==> config.mk <==
export PLATFORM = sky130hd
export DESIGN_NAME = bil_interleaver
export DESIGN_NICKNAME = d
export VERILOG_FILES = /design/src/rtl/bil_pkg.sv /design/src/rtl/bil_mem.sv /design/src/rtl/bil_colperm.sv /design/src/rtl/bil_wr_seq.sv /design/src/rtl/bil_rd_seq.sv /design/src/rtl/bil_interleaver.sv
export SDC_FILE = /design/constraint.sdc
export NUM_CORES = 1
export LEC_CHECK = 0
export ABC_AREA = 1
export BUFFER_PORTS_ARGS = -buffer_cell sky130_fd_sc_hd__buf_2
export CAP_MARGIN = 30
export CORE_MARGIN = 1
export CORE_UTILIZATION = 40
export DETAILED_ROUTE_END_ITERATION = 6
export PLACE_DENSITY = 0.63
export REMOVE_ABC_BUFFERS = 1
export SYNTH_ARGS = -nofsm -noshare
export SYNTH_HDL_FRONTEND = slang
export SYNTH_SLANG_ARGS = --single-unit
==> constraint.sdc <==
create_clock -name clk -period 4.6 [get_ports clk]
set_input_delay 0.69 -clock clk [delete_from_list [all_inputs] [get_ports clk]]
set_output_delay 0.69 -clock clk [all_outputs]
set_load 0.005 [all_outputs]
==> src/rtl/bil_pkg.sv <==
package bil_pkg;
   localparam int unsigned TTI_W       = 2;
   localparam int unsigned COL_LOG_MAX = (1 << TTI_W) - 1;
   localparam int unsigned MAX_COLS    = 1 << COL_LOG_MAX;

   typedef enum logic [1:0] {
      ST_IDLE  = 2'd0,
      ST_FILL  = 2'd1,
      ST_DRAIN = 2'd2
   } phase_e;
endpackage

==> src/rtl/bil_mem.sv <==
module bil_mem #(
   parameter int unsigned DATA_W = 1,
   parameter int unsigned ADDR_W = 9
) (
   input  logic              clk,
   input  logic              we,
   input  logic [ADDR_W-1:0] waddr,
   input  logic [DATA_W-1:0] wdata,
   input  logic              re,
   input  logic [ADDR_W-1:0] raddr,
   output logic [DATA_W-1:0] rdata
);
   localparam int unsigned DEPTH = 1 << ADDR_W;

   generate
      if (DATA_W < 1) begin : g_bad_width
         $error("bil_mem: DATA_W must be at least 1");
      end
   endgenerate

   logic [DATA_W-1:0] cells [DEPTH];

   always_ff @(posedge clk) begin
      if (we) cells[waddr] <= wdata;
   end

   always_ff @(posedge clk) begin
      if (re) rdata <= cells[raddr];
   end
endmodule

==> src/rtl/bil_colperm.sv <==
module bil_colperm #(
   parameter int unsigned CW = 3,
   parameter int unsigned MW = 2
) (
   input  logic [CW-1:0] k,
   input  logic [MW-1:0] m,
   output logic [CW-1:0] col
);
   generate
      if (CW != (1 << MW) - 1) begin : g_bad_cfg
         $error("bil_colperm: CW must equal 2**MW - 1");
      end
   endgenerate

   logic [CW-1:0] rev;

   generate
      for (genvar b = 0; b < CW; b++) begin : g_rev
         assign rev[b] = k[CW-1-b];
      end
   endgenerate

   // reversing all CW bits then dropping the unused low part
   // gives the reversal over the m active bits
   always_comb begin
      col = rev >> (CW - int'(m));
   end
endmodule

==> src/rtl/bil_wr_seq.sv <==
module bil_wr_seq #(
   parameter int unsigned ROW_W = 6,
   parameter int unsigned CW    = 3,
   parameter int unsigned MW    = 2
) (
   input  logic                clk,
   input  logic                rst_n,
   input  logic                start,
   input  logic                step,
   input  logic [MW-1:0]       m_start,
   input  logic [MW-1:0]       m_run,
   output logic [ROW_W+CW-1:0] waddr
);
   logic [ROW_W-1:0] row_q;
   logic [CW-1:0]    col_q;
   logic [CW-1:0]    col_lim;

   always_comb begin
      col_lim = CW'((32'd1 << m_run) - 32'd1);
      waddr   = start ? '0 : {row_q, col_q};
   end

   always_ff @(posedge clk) begin
      if (!rst_n) begin
         row_q <= '0;
         col_q <= '0;
      end else if (start) begin
         // position 0 is written in the start cycle; point at position 1
         if (m_start == '0) begin
            row_q <= ROW_W'(1);
            col_q <= '0;
         end else begin
            row_q <= '0;
            col_q <= CW'(1);
         end
      end else if (step) begin
         if (col_q == col_lim) begin
            col_q <= '0;
            row_q <= row_q + 1'b1;
         end else begin
            col_q <= col_q + 1'b1;
         end
      end
   end

   assert_col_in_range_R2: assert property (@(posedge clk) disable iff (!rst_n)
      step |-> (col_q <= col_lim));
endmodule

==> src/rtl/bil_rd_seq.sv <==
module bil_rd_seq #(
   parameter int unsigned LEN_W = 7,
   parameter int unsigned ROW_W = 6,
   parameter int unsigned CW    = 3,
   parameter int unsigned MW    = 2
) (
   input  logic                clk,
   input  logic                rst_n,
   input  logic                load,
   input  logic                step,
   input  logic [MW-1:0]       m,
   input  logic [LEN_W-1:0]    len,
   input  logic [LEN_W-1:0]    rows,
   output logic [ROW_W+CW-1:0] raddr,
   output logic                pad,
   output logic                last
);
   logic [LEN_W-1:0]    rr_q;
   logic [CW-1:0]       rk_q;
   logic [CW-1:0]       col;
   logic [CW-1:0]       k_lim;
   logic [LEN_W+CW-1:0] lin_idx;
   logic                row_end;

   bil_colperm #(.CW(CW), .MW(MW)) u_perm (
      .k   (rk_q),
      .m   (m),
      .col (col)
   );

   always_comb begin
      k_lim   = CW'((32'd1 << m) - 32'd1);
      lin_idx = ({{CW{1'b0}}, rr_q} << m) + {{LEN_W{1'b0}}, col};
      pad     = lin_idx >= {{CW{1'b0}}, len};
      row_end = rr_q == (rows - 1'b1);
      last    = row_end && (rk_q == k_lim);
      raddr   = {rr_q[ROW_W-1:0], col};
   end

   always_ff @(posedge clk) begin
      if (!rst_n || load) begin
         rr_q <= '0;
         rk_q <= '0;
      end else if (step) begin
         if (row_end) begin
            rr_q <= '0;
            rk_q <= rk_q + 1'b1;
         end else begin
            rr_q <= rr_q + 1'b1;
         end
      end
   end

   assert_visit_in_range_R3: assert property (@(posedge clk) disable iff (!rst_n)
      step |-> ((rk_q <= k_lim) && (rr_q < rows)));
endmodule

==> src/rtl/bil_interleaver.sv <==
module bil_interleaver
   import bil_pkg::*;
#(
   parameter int unsigned MAX_LEN = 64,
   localparam int unsigned LEN_W  = $clog2(MAX_LEN + 1)
) (
   input  logic             clk,
   input  logic             rst_n,
   input  logic             sob,
   input  logic [1:0]       tti_sel,
   input  logic [LEN_W-1:0] blk_len,
   input  logic             in_valid,
   input  logic             in_bit,
   output logic             out_valid,
   output logic             out_bit,
   output logic             busy
);
   localparam int unsigned CW     = COL_LOG_MAX;
   localparam int unsigned ROW_W  = $clog2(MAX_LEN);
   localparam int unsigned ADDR_W = ROW_W + CW;

   generate
      if (MAX_LEN < 2) begin : g_bad_len
         $error("bil_interleaver: MAX_LEN must be at least 2");
      end
      if (TTI_W != 2) begin : g_bad_tti
         $error("bil_interleaver: select width must be 2");
      end
   endgenerate

   phase_e             state_q;
   logic [TTI_W-1:0]   m_q;
   logic [LEN_W-1:0]   len_q;
   logic [LEN_W-1:0]   rows_q;
   logic [LEN_W-1:0]   wcnt_q;
   logic               out_valid_q;

   logic               len_ok;
   logic               start;
   logic               fill_wr;
   logic               drain;
   logic               mem_we;
   logic               rd_pad;
   logic               rd_last;
   logic [ADDR_W-1:0]  waddr;
   logic [ADDR_W-1:0]  raddr;
   logic [LEN_W+CW-1:0] rows_wide;

   always_comb begin
      len_ok    = (blk_len != '0) && (blk_len <= LEN_W'(MAX_LEN));
      start     = (state_q == ST_IDLE) && !out_valid_q && sob && in_valid && len_ok;
      fill_wr   = (state_q == ST_FILL) && in_valid;
      drain     = (state_q == ST_DRAIN);
      mem_we    = start || fill_wr;
      rows_wide = ({{CW{1'b0}}, blk_len} + (LEN_W+CW)'((32'd1 << tti_sel) - 32'd1))
                  >> tti_sel;
   end

   bil_wr_seq #(.ROW_W(ROW_W), .CW(CW), .MW(TTI_W)) u_wr (
      .clk     (clk),
      .rst_n   (rst_n),
      .start   (start),
      .step    (fill_wr),
      .m_start (tti_sel),
      .m_run   (m_q),
      .waddr   (waddr)
   );

   bil_rd_seq #(.LEN_W(LEN_W), .ROW_W(ROW_W), .CW(CW), .MW(TTI_W)) u_rd (
      .clk   (clk),
      .rst_n (rst_n),
      .load  (start),
      .step  (drain),
      .m     (m_q),
      .len   (len_q),
      .rows  (rows_q),
      .raddr (raddr),
      .pad   (rd_pad),
      .last  (rd_last)
   );

   bil_mem #(.DATA_W(1), .ADDR_W(ADDR_W)) u_mem (
      .clk   (clk),
      .we    (mem_we),
      .waddr (waddr),
      .wdata (in_bit),
      .re    (drain && !rd_pad),
      .raddr (raddr),
      .rdata (out_bit)
   );

   always_ff @(posedge clk) begin
      if (!rst_n) begin
         state_q     <= ST_IDLE;
         m_q         <= '0;
         len_q       <= '0;
         rows_q      <= '0;
         wcnt_q      <= '0;
         out_valid_q <= 1'b0;
      end else begin
         out_valid_q <= drain && !rd_pad;
         if (start) begin
            m_q     <= tti_sel;
            len_q   <= blk_len;
            rows_q  <= rows_wide[LEN_W-1:0];
            wcnt_q  <= LEN_W'(1);
            state_q <= (blk_len == LEN_W'(1)) ? ST_DRAIN : ST_FILL;
         end else if (fill_wr) begin
            wcnt_q <= wcnt_q + 1'b1;
            if (wcnt_q == len_q - 1'b1) state_q <= ST_DRAIN;
         end else if (drain && rd_last) begin
            state_q <= ST_IDLE;
         end
      end
   end

   always_comb begin
      out_valid = out_valid_q;
      busy      = (state_q != ST_IDLE) || out_valid_q;
   end

   // checking-only count of bits emitted in the current block
   logic [LEN_W-1:0] emit_cnt_q;
   always_ff @(posedge clk) begin
      if (!rst_n || start) emit_cnt_q <= '0;
      else if (out_valid_q) emit_cnt_q <= emit_cnt_q + 1'b1;
   end

   assert_no_extra_output_R4: assert property (@(posedge clk) disable iff (!rst_n)
      out_valid_q |-> (emit_cnt_q < len_q));

   assert_cfg_held_R5: assert property (@(posedge clk) disable iff (!rst_n)
      ((state_q != ST_IDLE) && ($past(state_q) != ST_IDLE)) |->
         ($stable(m_q) && $stable(len_q) && $stable(rows_q)));

   assert_out_after_scan_R6: assert property (@(posedge clk) disable iff (!rst_n)
      out_valid_q |-> ($past(state_q) == ST_DRAIN));

   assert_no_write_in_drain_R7: assert property (@(posedge clk) disable iff (!rst_n)
      (state_q == ST_DRAIN) |-> !mem_we);

   assert_bad_len_refused_R8: assert property (@(posedge clk) disable iff (!rst_n)
      ((state_q == ST_IDLE) && !out_valid_q && sob && in_valid &&
       ((blk_len == '0) || (blk_len > LEN_W'(MAX_LEN)))) |=> !busy);
endmodule

# == Word-level counts from Yosys, hierarchy flattened ==
# Memories as Yosys holds them, arrays and structs flattened. A register that Yosys moved wholly into a read port is not among the register bits.
# Index checks and enable logic that the tools add are counted.
# word_totals
memories,1
mem_bits_rw,512
inputBits,14
ff_bits,45
word_cells,85
# classes
bitwise_logic,1
reduce_logical,26
addsub,12
shift,5
mux,19
n_lt_le_gt_ge,2
eq_ne,8
# memory_table
name,words,word_bits,rd,rd_clocked_by_memory_dff,wr,line,text
u_mem.cells,512,1,1,1,1,bil_mem.sv:21,logic [DATA_W-1:0] cells [DEPTH];
# op_table
cell,count
3-bit by 32-bit right shift with 3-bit output,1
6-bit 2-to-1 mux,3
7-bit by 1-bit adder with 7-bit output (second input constant),2
7-bit equality test,2
7-bit by 1-bit subtractor with 7-bit output (second input constant),2
10-bit by 3-bit adder with 10-bit output,1
7-bit by 10-bit adder with 10-bit output,1
10-bit by 7-bit greater-or-equal comparator with 1-bit output,1
2-bit 2-to-1 mux,5
1-bit by 2-bit << shifter with 10-bit output (first input constant),1
7-bit by 2-bit << shifter with 10-bit output,1
10-bit by 2-bit right shift with 7-bit output,1
10-bit by 1-bit subtractor with 10-bit output (second input constant),1
1-bit logical AND,9
3-bit 2-to-1 mux,3
9-bit 2-to-1 mux,1
7-bit by 1-bit equality test with 1-bit output (second input constant),1
7-bit <= comparator (second input constant),1
7-bit 2-to-1 mux,1
7-bit nonzero test,1
3-bit by 1-bit adder with 3-bit output (second input constant),2
6-bit by 1-bit adder with 6-bit output (second input constant),1
3-bit equality test,2
1-bit 2-to-1 mux,6
14 further kinds,23

# == Longest topological paths before layout ==
# Gate-level depths: netlist of run 1.
# logic_depth
depth_word,8
ltp_mapped,19
ltp_nobuf,17

# == Modules after synthesis ==
# A second synthesis of run 1 with hierarchy kept.
# unflattened
hier_cells,2992
hier_area_um2,27282.4
# by_module_without_submodules
mod,area_per_inst_um2,cells_each,n_inst
bil_mem,23262.3,2354,1
bil_interleaver,1841.8,270,1
bil_rd_seq,1524.0,257,1
bil_wr_seq,598.1,97,1
bil_colperm,56.3,14,1

# == Worst setup path before layout of run 1 ==
# No wires, ideal clock.
# synth_path
path_type,input-to-reg
startpoint,input port tti_sel[1]
endpoint,register rows_q[4]
t_required_ns,4.508
path_buffers,1
stages,18
arrival_ns,3.247
setup_time_ns,0.092
setup_slack_ns,1.260
cell_sequence,clkbuf_1 -> inv_1 -> nand2_1 -> ha_1 -> inv_1 -> ha_1 -> inv_1 -> fa_1 -> o21ai_0 -> nand2_1 -> nand2_1 -> a21oi_1 -> or2_2 -> nand2_1 -> nand2_1 -> o21ai_0 -> nor2_1 -> o32ai_1
# synth_via
elab_chain_len,4
# synth_lines
element,line,text
start: declaration,bil_interleaver.sv:10,"input logic [1:0] tti_sel,"
1-bit by 2-bit << shifter with 10-bit output,bil_interleaver.sv:55,"rows_wide = ({{CW{1'b0}}, blk_len} + (LEN_W+CW)'((32'd1 << tti_sel) - 32'd1))"
10-bit by 1-bit subtractor with 10-bit output,bil_interleaver.sv:55,
7-bit by 10-bit adder with 10-bit output,bil_interleaver.sv:55,
10-bit by 2-bit right shift with 7-bit output (*),bil_interleaver.sv:55,
end signal: assignment,bil_interleaver.sv:105,rows_q <= rows_wide[LEN_W-1:0];
end: declaration,bil_interleaver.sv:34,logic [LEN_W-1:0] rows_q;
# Every way passes the cells marked *; elsewhere a longest branch is shown, timed or not.
# A chain may end at the register's enable or synchronous reset.

# == Worst setup path after layout of run 1 ==
# layout_path
startpoint,register m_q[0]
endpoint,register u_mem.rdata (read register of u_mem.cells) (enable)
# layout_via
elab_chain_len,6
elab_cells_between_ends,7
# layout_lines
element,line,text
start: declaration,bil_interleaver.sv:32,logic [TTI_W-1:0] m_q;
start signal: assignment,bil_interleaver.sv:103,m_q <= tti_sel;
2-bit by 2-bit subtractor with 3-bit output,bil_colperm.sv:26,col = rev >> (CW - int'(m));
3-bit by 32-bit right shift with 3-bit output,bil_colperm.sv:26,
10-bit by 3-bit adder with 10-bit output (*),bil_rd_seq.sv:33,"lin_idx = ({{CW{1'b0}}, rr_q} << m) + {{LEN_W{1'b0}}, col};"
10-bit by 7-bit greater-or-equal comparator with 1-bit output (*),bil_rd_seq.sv:34,"pad = lin_idx >= {{CW{1'b0}}, len};"
1-bit logical NOT (*),bil_interleaver.sv:87,".re (drain && !rd_pad),"
1-bit logical AND (*),bil_interleaver.sv:87,
via u_mem.re,bil_mem.sv:9,"input logic re,"
end: declaration,bil_mem.sv:11,output logic [DATA_W-1:0] rdata
# Mark *: on every way through the listed nets, which the timed path passes. The rest lies on a longest branch.

==> out/metrics.yaml, run 1 <==
cts-buffers-inserted: 59
nets: 3029
grt_pass1_vias: 19800
peakVddDrop_uv: 338
hold_violations: 0
drcViolationCount: 0
holdPathStages: 3
status: "complete, no violations"
final_cell_mix: "nand2_1, nor2_1, edfxtp_1, nand3_1, inv_1"
ctsHoldBuffers: 0
core-area_mm2: 0.0692
final.period_utilization: 0.809
post_cts_resized: 0
postSynthCellCount: 3064
post_drt_wl_per_cell_um: 19.0
clock-sinks: 558
finalInstanceArea_mm2: 0.0309
via_per_inst: 5.28
syn_avg_cell_area_um2: 9.20
grt_max_degree: 149
cts_setup_buffers: 0
ys_types: 53
h-tree-depth: 2
power_leakage_uw: 0.0111
gp_congestion: 0.856
grt_pass1_wl_mm: 115
cp_max_fo: 17
post-route-util: 0.446
synth-seq-cells: 558
period_needed_ns: 3.72
cp_data_arrival_time_ns: 4.03
dp.cells: 3852
hold_start: "blk_len[3]"
vias: 20900
power.density_mw_per_mm2: 346
antenna_left: 0
die_area_mm2: 0.0715
p_total_uw: 10700
routed_wl_mm: 75.1
clk_latency_ns: 0.62
r2r_slack_ns: 0.88
final.fill_count: 6775
r2r-start: "m_q[0]"
tightest_slew_ns: 0.769
final_common_cell: "nand2_1"
antenna_found_initial: 0
globalRouteTotalUtil: 0.211
synth-edff-count: 513
portBuffers: 16
io_pins: 17
startpoint_type: "register"
die_w_um: 267
fin_skew_ns: 0.0105
worst-setup-path-type: "register to register"
clk_path_buf_depth: 3
drive_above_1_share: 0.0667
required_ns: 4.91
rr_worst_depth: 13
rsz0062_at_grt: "false"
place_area_mm2: 0.0290
cts_tree: "done"
syn_to_final_growth_pct: 9.54
end_kind: "register"
syn-cell-area_mm2: 0.0282
hpwl_mm: 40.1
clkSlewWorstSetupHoldPaths_ns: 0.06
hold_path.class: "primary input to register"
fmax_ghz: 0.269
grt_overflow: 0
n_antenna_cell: 0
synth.yosys.seq_area_share: 0.578
ys_dominant_reg_cell: "edfxtp_1"
row_count: 96
cts.root.buffer_cell: "clkbuf_16"
setup_viol: 0
max_slew_margin: 0.488
synth_warnings: 0
slew_violations: 0
maxCapViolations: 0
die_h_um: 267
drt-initial-drc-count: 2038
hold_path_end: "len_q[3]"
r2r-end: "u_mem.rdata"
async_reset_ff_frac: 0
initial_core_util: 0.407
drtPass1Iterations: 5
final_cells: 3961
[cell usage after synthesis, drive strengths merged, types with 2 or more instances]
cell / count / area (um^2)
nand2: 596 / 2260
nor2: 579 / 2200
edfxtp: 513 / 15400
nand3: 413 / 2080
inv: 308 / 1160
buf: 193 / 1130
nand3b: 119 / 893
o211ai: 58 / 435
o21ai: 48 / 244
dfxtp: 45 / 901
ha: 31 / 388
a21oi: 27 / 150
clkbuf: 25 / 93.8
xor2: 23 / 201
nor3: 18 / 106
o22ai: 12 / 81.3
xnor2: 9 / 78.8
nand4: 7 / 50.1
a31oi: 6 / 37.5
nor4: 5 / 37.5
a211oi: 4 / 30.0
clkinv: 3 / 11.3
nor3b: 3 / 22.5
o31ai: 3 / 41.3
or2: 3 / 21.3
a21boi: 2 / 15.0
a21o: 2 / 15.0
fa: 2 / 40.0
o32ai: 2 / 17.5
[cell type report]
cell class / instances / area (um^2) / area share
repair buffers: 75 / 771 / 0.0250
clock inverters: 29 / 277 / 0.00896
clock buffers: 80 / 1620 / 0.0524
multi-input cells: 1977 / 9570 / 0.310
inverters: 311 / 1170 / 0.0378
well taps: 931 / 1160 / 0.0377
flip-flops and latches: 558 / 16300 / 0.528
[through the flow]
stage / hold WS [ns] / TNS, ns / setup WS, ns
global route: 0.368 / 0 / 0.624
global placement: 0.478 / 0 / 0.892
finish: 0.358 / 0 / 0.877
CTS: 0.325 / 0 / 0.869
detailed placement: 0.482 / 0 / 0.766
floorplan: 0.454 / -5.13 / -1.78
[power by group]
part,total (uW),switching (uW),internal [uW]
clock network,4720,1990,2740
logic,402,289,113
registers,5560,14.0,5540
total,10700,2290,8390
[worst max-delay path by stage]
stage | start | endpoint | slack, ns | cells past startpoint
after floorplan | m_q[0] | u_mem.rdata | -1.78 | 15
after global placement | blk_len[5] | u_mem.cells[95] | 0.89 | 10
after detailed placement | blk_len[5] | u_mem.cells[351] | 0.77 | 10
after CTS | m_q[0] | u_mem.rdata | 0.87 | 13
after global routing | m_q[0] | u_mem.rdata | 0.62 | 13
final | m_q[0] | u_mem.rdata | 0.88 | 13
[sequential cells by signal, summed over array words and instances (netlist names)]
signal       flops
u_rd.rr_q        7
u_mem.rdata      1
rows_q           7
m_q              2
out_valid        1
u_wr.row_q       6
u_wr.col_q       3
u_mem.cells    512
len_q            7
state_q          2
u_rd.rk_q        3
wcnt_q           7
[routing by layer]
metal | up-vias | wire length, um | global-route usage
li1 | 9992 | - | -
met1 | 10100 | 32000 | 0.277
met2 | 705 | 35600 | 0.355
met3 | 146 | 5180 | 0.0287
met4 | 0 | 2400 | 0.0727
met5 | - | 0 | 0
[critical path, cell delays in order, from the launching register on]
cell and delay [ns]:
dfxtp_1 0.67, nand2_1 0.38, o22ai_4 0.32, buf_4 0.31, fa_1 0.26, a21o_1 0.12, o211ai_1 0.15, xor2_1 0.20
ha_1 0.29, nand2_1 0.08, nor2_1 0.05, a211oi_1 0.17, a21boi_0 0.14, nor3_1 0.27
[kinds of logic after synthesis]
kind of cell,count (synthesis),synth area share
flip-flops,558,0.578
XOR/XNOR,32,0.00994
multiplexers,1,0.000355
AND/OR/NAND/NOR,1744,0.272
AO/OA/AOI/OAI,167,0.0389
buffers and inverters,529,0.0849
adder cells (fa/ha/maj),33,0.0152
(Power assumes the default switching activity.)
==> run 2, diff against run 1 <==
- clock period: 4.6 -> 3.7 ns (I/O delays scaled with it)
==> out/metrics.yaml, run 2 (synthesis results as in run 1) <==
status: "complete, no violations"  # unchanged
clkSlewWorstSetupHoldPaths_ns: 0.06  # about the same
slew_violations: 0  # unchanged
tns_ns: 0  # unchanged
core-area_mm2: 0.0692  # unchanged
die_h_um: 267  # unchanged
largest_reg_flops: 512  # unchanged
rr_worst_depth: 17  # was 13
hold_path.class: "primary input to register"  # unchanged
die_w_um: 267  # unchanged
drcViolationCount: 0  # unchanged
r2r_slack_ns: 0.34  # was 0.88 ns
worst_slack_ns: 0.345  # was 0.877 ns
hpwl_mm: 39.4  # was 40.1 mm
routed_wl_mm: 75.4  # was 75.1 mm
hold_violations: 0  # unchanged
vias: 21000  # was 20,900
max_slew_margin: 0.419  # was 0.488
final.period_utilization: 0.907  # was 0.809
globalRouteTotalUtil: 0.212  # was 0.211
r2r-end: "u_mem.rdata"  # unchanged
drive_above_1_share: 0.0773  # was 0.0667
nets: 3070  # was 3,029
r2r-start: "m_q[0]"  # unchanged
syn_to_final_growth_pct: 10.2  # was 9.54%
cts_tree: "done"  # unchanged
cts-buffers-inserted: 60  # was 59
grt_max_degree: 158  # was 149
gp_congestion: 0.839  # was 0.856
drtPass1Iterations: 5  # unchanged
clk_path_buf_depth: 3  # unchanged
io_pins: 17  # unchanged
final_common_cell: "nand2_1"  # unchanged
met3_usage: 0.0331  # was 0.0287
met1_usage: 0.272  # was 0.277
period_needed_ns: 3.36  # was 3.72 ns
clock-sinks: 558  # unchanged
worstPathCellList: "inv_2 > nand2_1 > nand3_4 > nand2_8 > buf_12 > nand2_1 > nand2_1 > nand2_1 > nand3_1 > nand3_1 > nand3_1 > nand3_1 > nand2_1 > nand2_1 > nand3_1 > nor2_1 > nor2_1"  # was nand2_1 > o22ai_4 > buf_4 > fa_1 > a21o_1 > o211ai_1 > xor2_1 > ha_1 > nand2_1 > nor2_1 > a211oi_1 > a21boi_0 > nor3_1
post_cts_resized: 0  # unchanged
hold_start: "blk_len[1]"  # was blk_len[3]
dp_slack_ns: 0.272  # was 0.766 ns
grt_overflow: 0  # unchanged
power.density_mw_per_mm2: 419  # was 346 mW/mm^2
ctsHoldBuffers: 0  # unchanged
die_area_mm2: 0.0715  # unchanged
initial_core_util: 0.407  # unchanged
h-tree-depth: 2  # unchanged
top_usage_layer: "met2"  # unchanged
peakVddDrop_uv: 416  # was 338 uV
cp_data_arrival_time_ns: 3.77  # was 4.03 ns
antenna_found_initial: 0  # unchanged
row_count: 96  # unchanged
cp_max_fo: 157  # was 17
tightest_slew_ns: 0.871  # was 0.769 ns
required_ns: 4.12  # was 4.91 ns
top_register: "u_mem.cells"  # unchanged
fin_skew_ns: 0.0116  # was 0.0105 ns
portBuffers: 16  # unchanged
drt-initial-drc-count: 1991  # was 2,038
post_drt_wl_per_cell_um: 18.9  # was 19.0 um
grt_pass1_vias: 20100  # was 19,800
fmax_ghz: 0.298  # was 0.269 GHz
worst-setup-path-type: "register to register"  # unchanged
holdPathStages: 3  # unchanged
n_antenna_cell: 0  # unchanged
antenna_left: 0  # unchanged
p_total_uw: 13000  # was 10,700 uW
rsz0062_at_grt: "false"  # unchanged
startpoint_type: "register"  # unchanged
final_cell_mix: "nand2_1, nor2_1, edfxtp_1, nand3_1, inv_1"  # unchanged
grt.met2_usage: 0.361  # was 0.355
maxCapViolations: 0  # unchanged
grt_pass1_wl_mm: 116  # was 115 mm
crit_path_frequent_cell: "nand2_1"  # unchanged
cts_setup_buffers: 0  # unchanged
hold_path_end: "len_q[1]"  # was len_q[3]
via_per_inst: 5.26  # was 5.28
cts.root.buffer_cell: "clkbuf_16"  # unchanged
clk_latency_ns: 0.63  # was 0.62 ns
power_leakage_uw: 0.0112  # was 0.0111 uW
end_kind: "register"  # unchanged
crit_slowest_cell: "dfxtp_1"  # unchanged
setup_viol: 0  # unchanged
max_stage_delay_ns: 0.58  # was 0.67 ns
## run 2: cell count changes in the layout (fill, tap and decap cells not counted), moves of 2 or more
cell	delta
clkinv_2	-2
bufinv_16	-2
buf_4	+41
clkinv_1	+3
clkbuf_1	-4
## run 2: area by class of cell
type	instances	area [um^2]
Clock buffer	74	1560
Clock inverter	29	221
Fill cell	6671	38100
Inverter	311	1170
Multi-Input combinational cell	1977	9570
Sequential cell	558	16300
Tap cell	931	1160
Timing Repair Buffer	115	1060
## run 2: critical path, delay by kind of cell, from the launching register on
family / cells / cell delay, ns
buffers and inverters: 2 / 0.59
flip-flops: 1 / 0.58
AND/OR/NAND/NOR: 15 / 1.77
## run 2: through the flow
stage	hold WS, ns	std cells	util	cell area (um^2)
5_1_grt	0.242	3995	0.449	31100
6_report	0.249	3995	0.449	31100
3_5_place_dp	0.488	3892	0.423	29300
2_1_floorplan	0.454	2846	-	27000
4_1_cts	0.225	3995	0.449	31100
3_3_place_gp	0.485	3892	0.423	29300
## run 2: report_power, final
part           total [uW]  leakage [uW]  switching [uW]  internal [uW]
sequential           6910       0.00497            16.5           6890
clock                5590      0.000867            2420           3170
combinational         505       0.00531             359            146
total               13000        0.0112            2800          10200
## run 2: per-layer routing
metal,up-vias,part of all wire
met5,-,0
met4,0,0.033
met3,162,0.071
met2,647,0.48
met1,10100,0.41
li1,10100,-
## run 2: how the worst max path moves through the flow
| stage | start | to | slack (ns) | cells past startpoint |
|---|---|---|---|---|
| 6_report | m_q[0] | u_mem.rdata | 0.34 | 17 |
| 5_1_grt | m_q[0] | u_mem.rdata | 0.04 | 15 |
| 4_1_cts | m_q[0] | u_mem.rdata | 0.36 | 14 |
| 3_5_place_dp | blk_len[5] | u_mem.cells[487] | 0.27 | 11 |
| 3_3_place_gp | tti_sel[1] | rows_q[4] | 0.35 | 18 |
| 2_1_floorplan | m_q[0] | u_mem.rdata | -2.68 | 15 |
==> run 3, diff against run 2 <==
- CELL_PAD_IN_SITES_DETAIL_PLACEMENT: not set -> 0
- CELL_PAD_IN_SITES_GLOBAL_PLACEMENT: not set -> 1
- GPL_TIMING_DRIVEN: not set -> 0
- PLACE_DENSITY: 0.63 -> 0.74
==> out/metrics.yaml, run 3 (synthesis results as in run 1) <==
io_pins: 17  # unchanged
tns_ns: 0  # unchanged
core-area_mm2: 0.0692  # unchanged
syn_to_final_growth_pct: 12.8  # was 10.2%
portBuffers: 16  # unchanged
status: "complete, no violations"  # unchanged
top_register: "u_mem.cells"  # unchanged
gp_congestion: 0.787  # was 0.839
clk_latency_ns: 0.64  # was 0.63 ns
antenna_left: 0  # unchanged
drcViolationCount: 0  # unchanged
worst_slack_ns: 0.103  # was 0.345 ns
clkSlewWorstSetupHoldPaths_ns: 0.06  # about the same
h-tree-depth: 2  # unchanged
nets: 3060  # was 3,070
post_drt_wl_per_cell_um: 20.7  # was 18.9 um
n_antenna_cell: 0  # unchanged
grt_max_degree: 151  # was 158
row_count: 96  # unchanged
dp_slack_ns: -1.61  # was 0.272 ns
end_kind: "register"  # unchanged
grt_overflow: 0  # unchanged
place_area_mm2: 0.0294  # was 0.0293 mm^2
fin_skew_ns: 0.0126  # was 0.0116 ns
power.density_mw_per_mm2: 408  # was 419 mW/mm^2
crit_slowest_cell: "dfxtp_1"  # unchanged
cts-buffers-inserted: 59  # was 60
die_area_mm2: 0.0715  # unchanged
antenna_found_initial: 0  # unchanged
worst-setup-path-type: "register to register"  # unchanged
dp.cells: 3840  # was 3,892
final_cell_mix: "nand2_1, nor2_1, edfxtp_1, nand3_1, inv_1"  # unchanged
grt_pass1_vias: 20900  # was 20,100
cts.root.buffer_cell: "clkbuf_16"  # unchanged
clk_path_buf_depth: 3  # unchanged
initial_core_util: 0.407  # unchanged
maxCapViolations: 0  # unchanged
via_per_inst: 5.40  # was 5.26
hold_violations: 0  # unchanged
routed_wl_mm: 82.7  # was 75.4 mm
clock-sinks: 558  # unchanged
vias: 21600  # was 21,000
slew_violations: 0  # unchanged
final.period_utilization: 0.972  # was 0.907
hpwl_mm: 45.4  # was 39.4 mm
drtPass1Iterations: 5  # unchanged
max_stage_delay_ns: 0.87  # was 0.58 ns
finalInstanceArea_mm2: 0.0318  # was 0.0311 mm^2
final_cells: 3991  # was 3,995
fmax_ghz: 0.278  # was 0.298 GHz
power_leakage_uw: 0.0115  # was 0.0112 uW
tightest_slew_ns: 0.911  # was 0.871 ns
die_w_um: 267  # unchanged
globalRouteTotalUtil: 0.233  # was 0.212
peakVddDrop_uv: 309  # was 416 uV
startpoint_type: "register"  # unchanged
worstPathCellList: "o21ai_0 > o22ai_1 > ha_1 > a21oi_1 > inv_1 > a31oi_2 > nor2_1 > nand2_1 > xor2_1 > ha_1 > nand2_1 > nor2_1 > a211oi_2 > a21boi_1 > nor3_2"  # was inv_2 > nand2_1 > nand3_4 > nand2_8 > buf_12 > nand2_1 > nand2_1 > nand2_1 > nand3_1 > nand3_1 > nand3_1 > nand3_1 > nand2_1 > nand2_1 > nand3_1 > nor2_1 > nor2_1
ctsHoldBuffers: 0  # unchanged
die_h_um: 267  # unchanged
drive_above_1_share: 0.0781  # was 0.0773
r2r_slack_ns: 0.10  # was 0.34 ns
cp_data_arrival_time_ns: 3.93  # was 3.77 ns
cp_max_fo: 10  # was 157
grt_pass1_wl_mm: 125  # was 116 mm
max_slew_margin: 0.388  # was 0.419
drt-initial-drc-count: 1969  # was 1,991
period_needed_ns: 3.60  # was 3.36 ns
hold_path.class: "primary input to register"  # unchanged
setup_viol: 0  # unchanged
required_ns: 4.04  # was 4.12 ns
largest_reg_flops: 512  # unchanged
cts_tree: "done"  # unchanged
==> run 3: repair_timing <==
action,4_1_cts,5_1_grt
resized for setup,17,11
setup buffers,10,21
gates cloned,11,1
setup endpoints to repair,19,209
pin swaps,4,5
==> run 3: per-layer routing <==
| metal | share of wire | track usage | wire length, um |
|---|---|---|---|
| met1 | 0.42 | 0.309 | 35000 |
| met2 | 0.47 | 0.387 | 38700 |
| met3 | 0.072 | 0.0338 | 5950 |
| met4 | 0.036 | 0.0856 | 2990 |
| met5 | 0 | 0 | 0 |
==> run 3: area by class of cell <==
class | count | area [um^2]
fill | 6587 | 37400
sequential | 558 | 16300
multi-input combinational | 1982 | 9680
timing repair buffer | 101 | 1680
clock buffer | 75 | 1560
inverter | 311 | 1190
tap | 931 | 1160
clock inverter | 33 | 205
==> run 3: critical path: cells and delay by family, from the launching register on <==
family,cells,cell delay [ns]
simple gates,5,0.54
flops,1,0.87
buf+inv,1,0.07
fa+ha+maj,2,0.59
xor+xnor,1,0.18
compound gates,6,1.04
==> run 3: metrics by stage <==
step	util	total power, uW	hold slack, ns
after floorplan	-	7310	0.454
after global placement	0.408	7550	0.468
after detailed placement	0.425	7540	0.479
after CTS	0.456	13000	0.186
after global routing	0.460	13300	0.204
final	0.460	13000	0.220
==> run 3: power breakdown <==
group          switching, uW  total (uW)  internal, uW  leakage, uW
Clock                   2480        5510          3030     0.000863
Sequential              15.9        6910          6890      0.00498
Combinational            379         540           161      0.00566
==> run 3: worst paths after layout <==
check | from | end | depth (start not counted)
max | u_rd.rr_q[2] | u_mem.rdata | 15
min | blk_len[3] | len_q[3] | 3
max reg2reg | u_rd.rr_q[2] | u_mem.rdata | 15
min reg2reg | state_q[1] | state_q[1] | 2
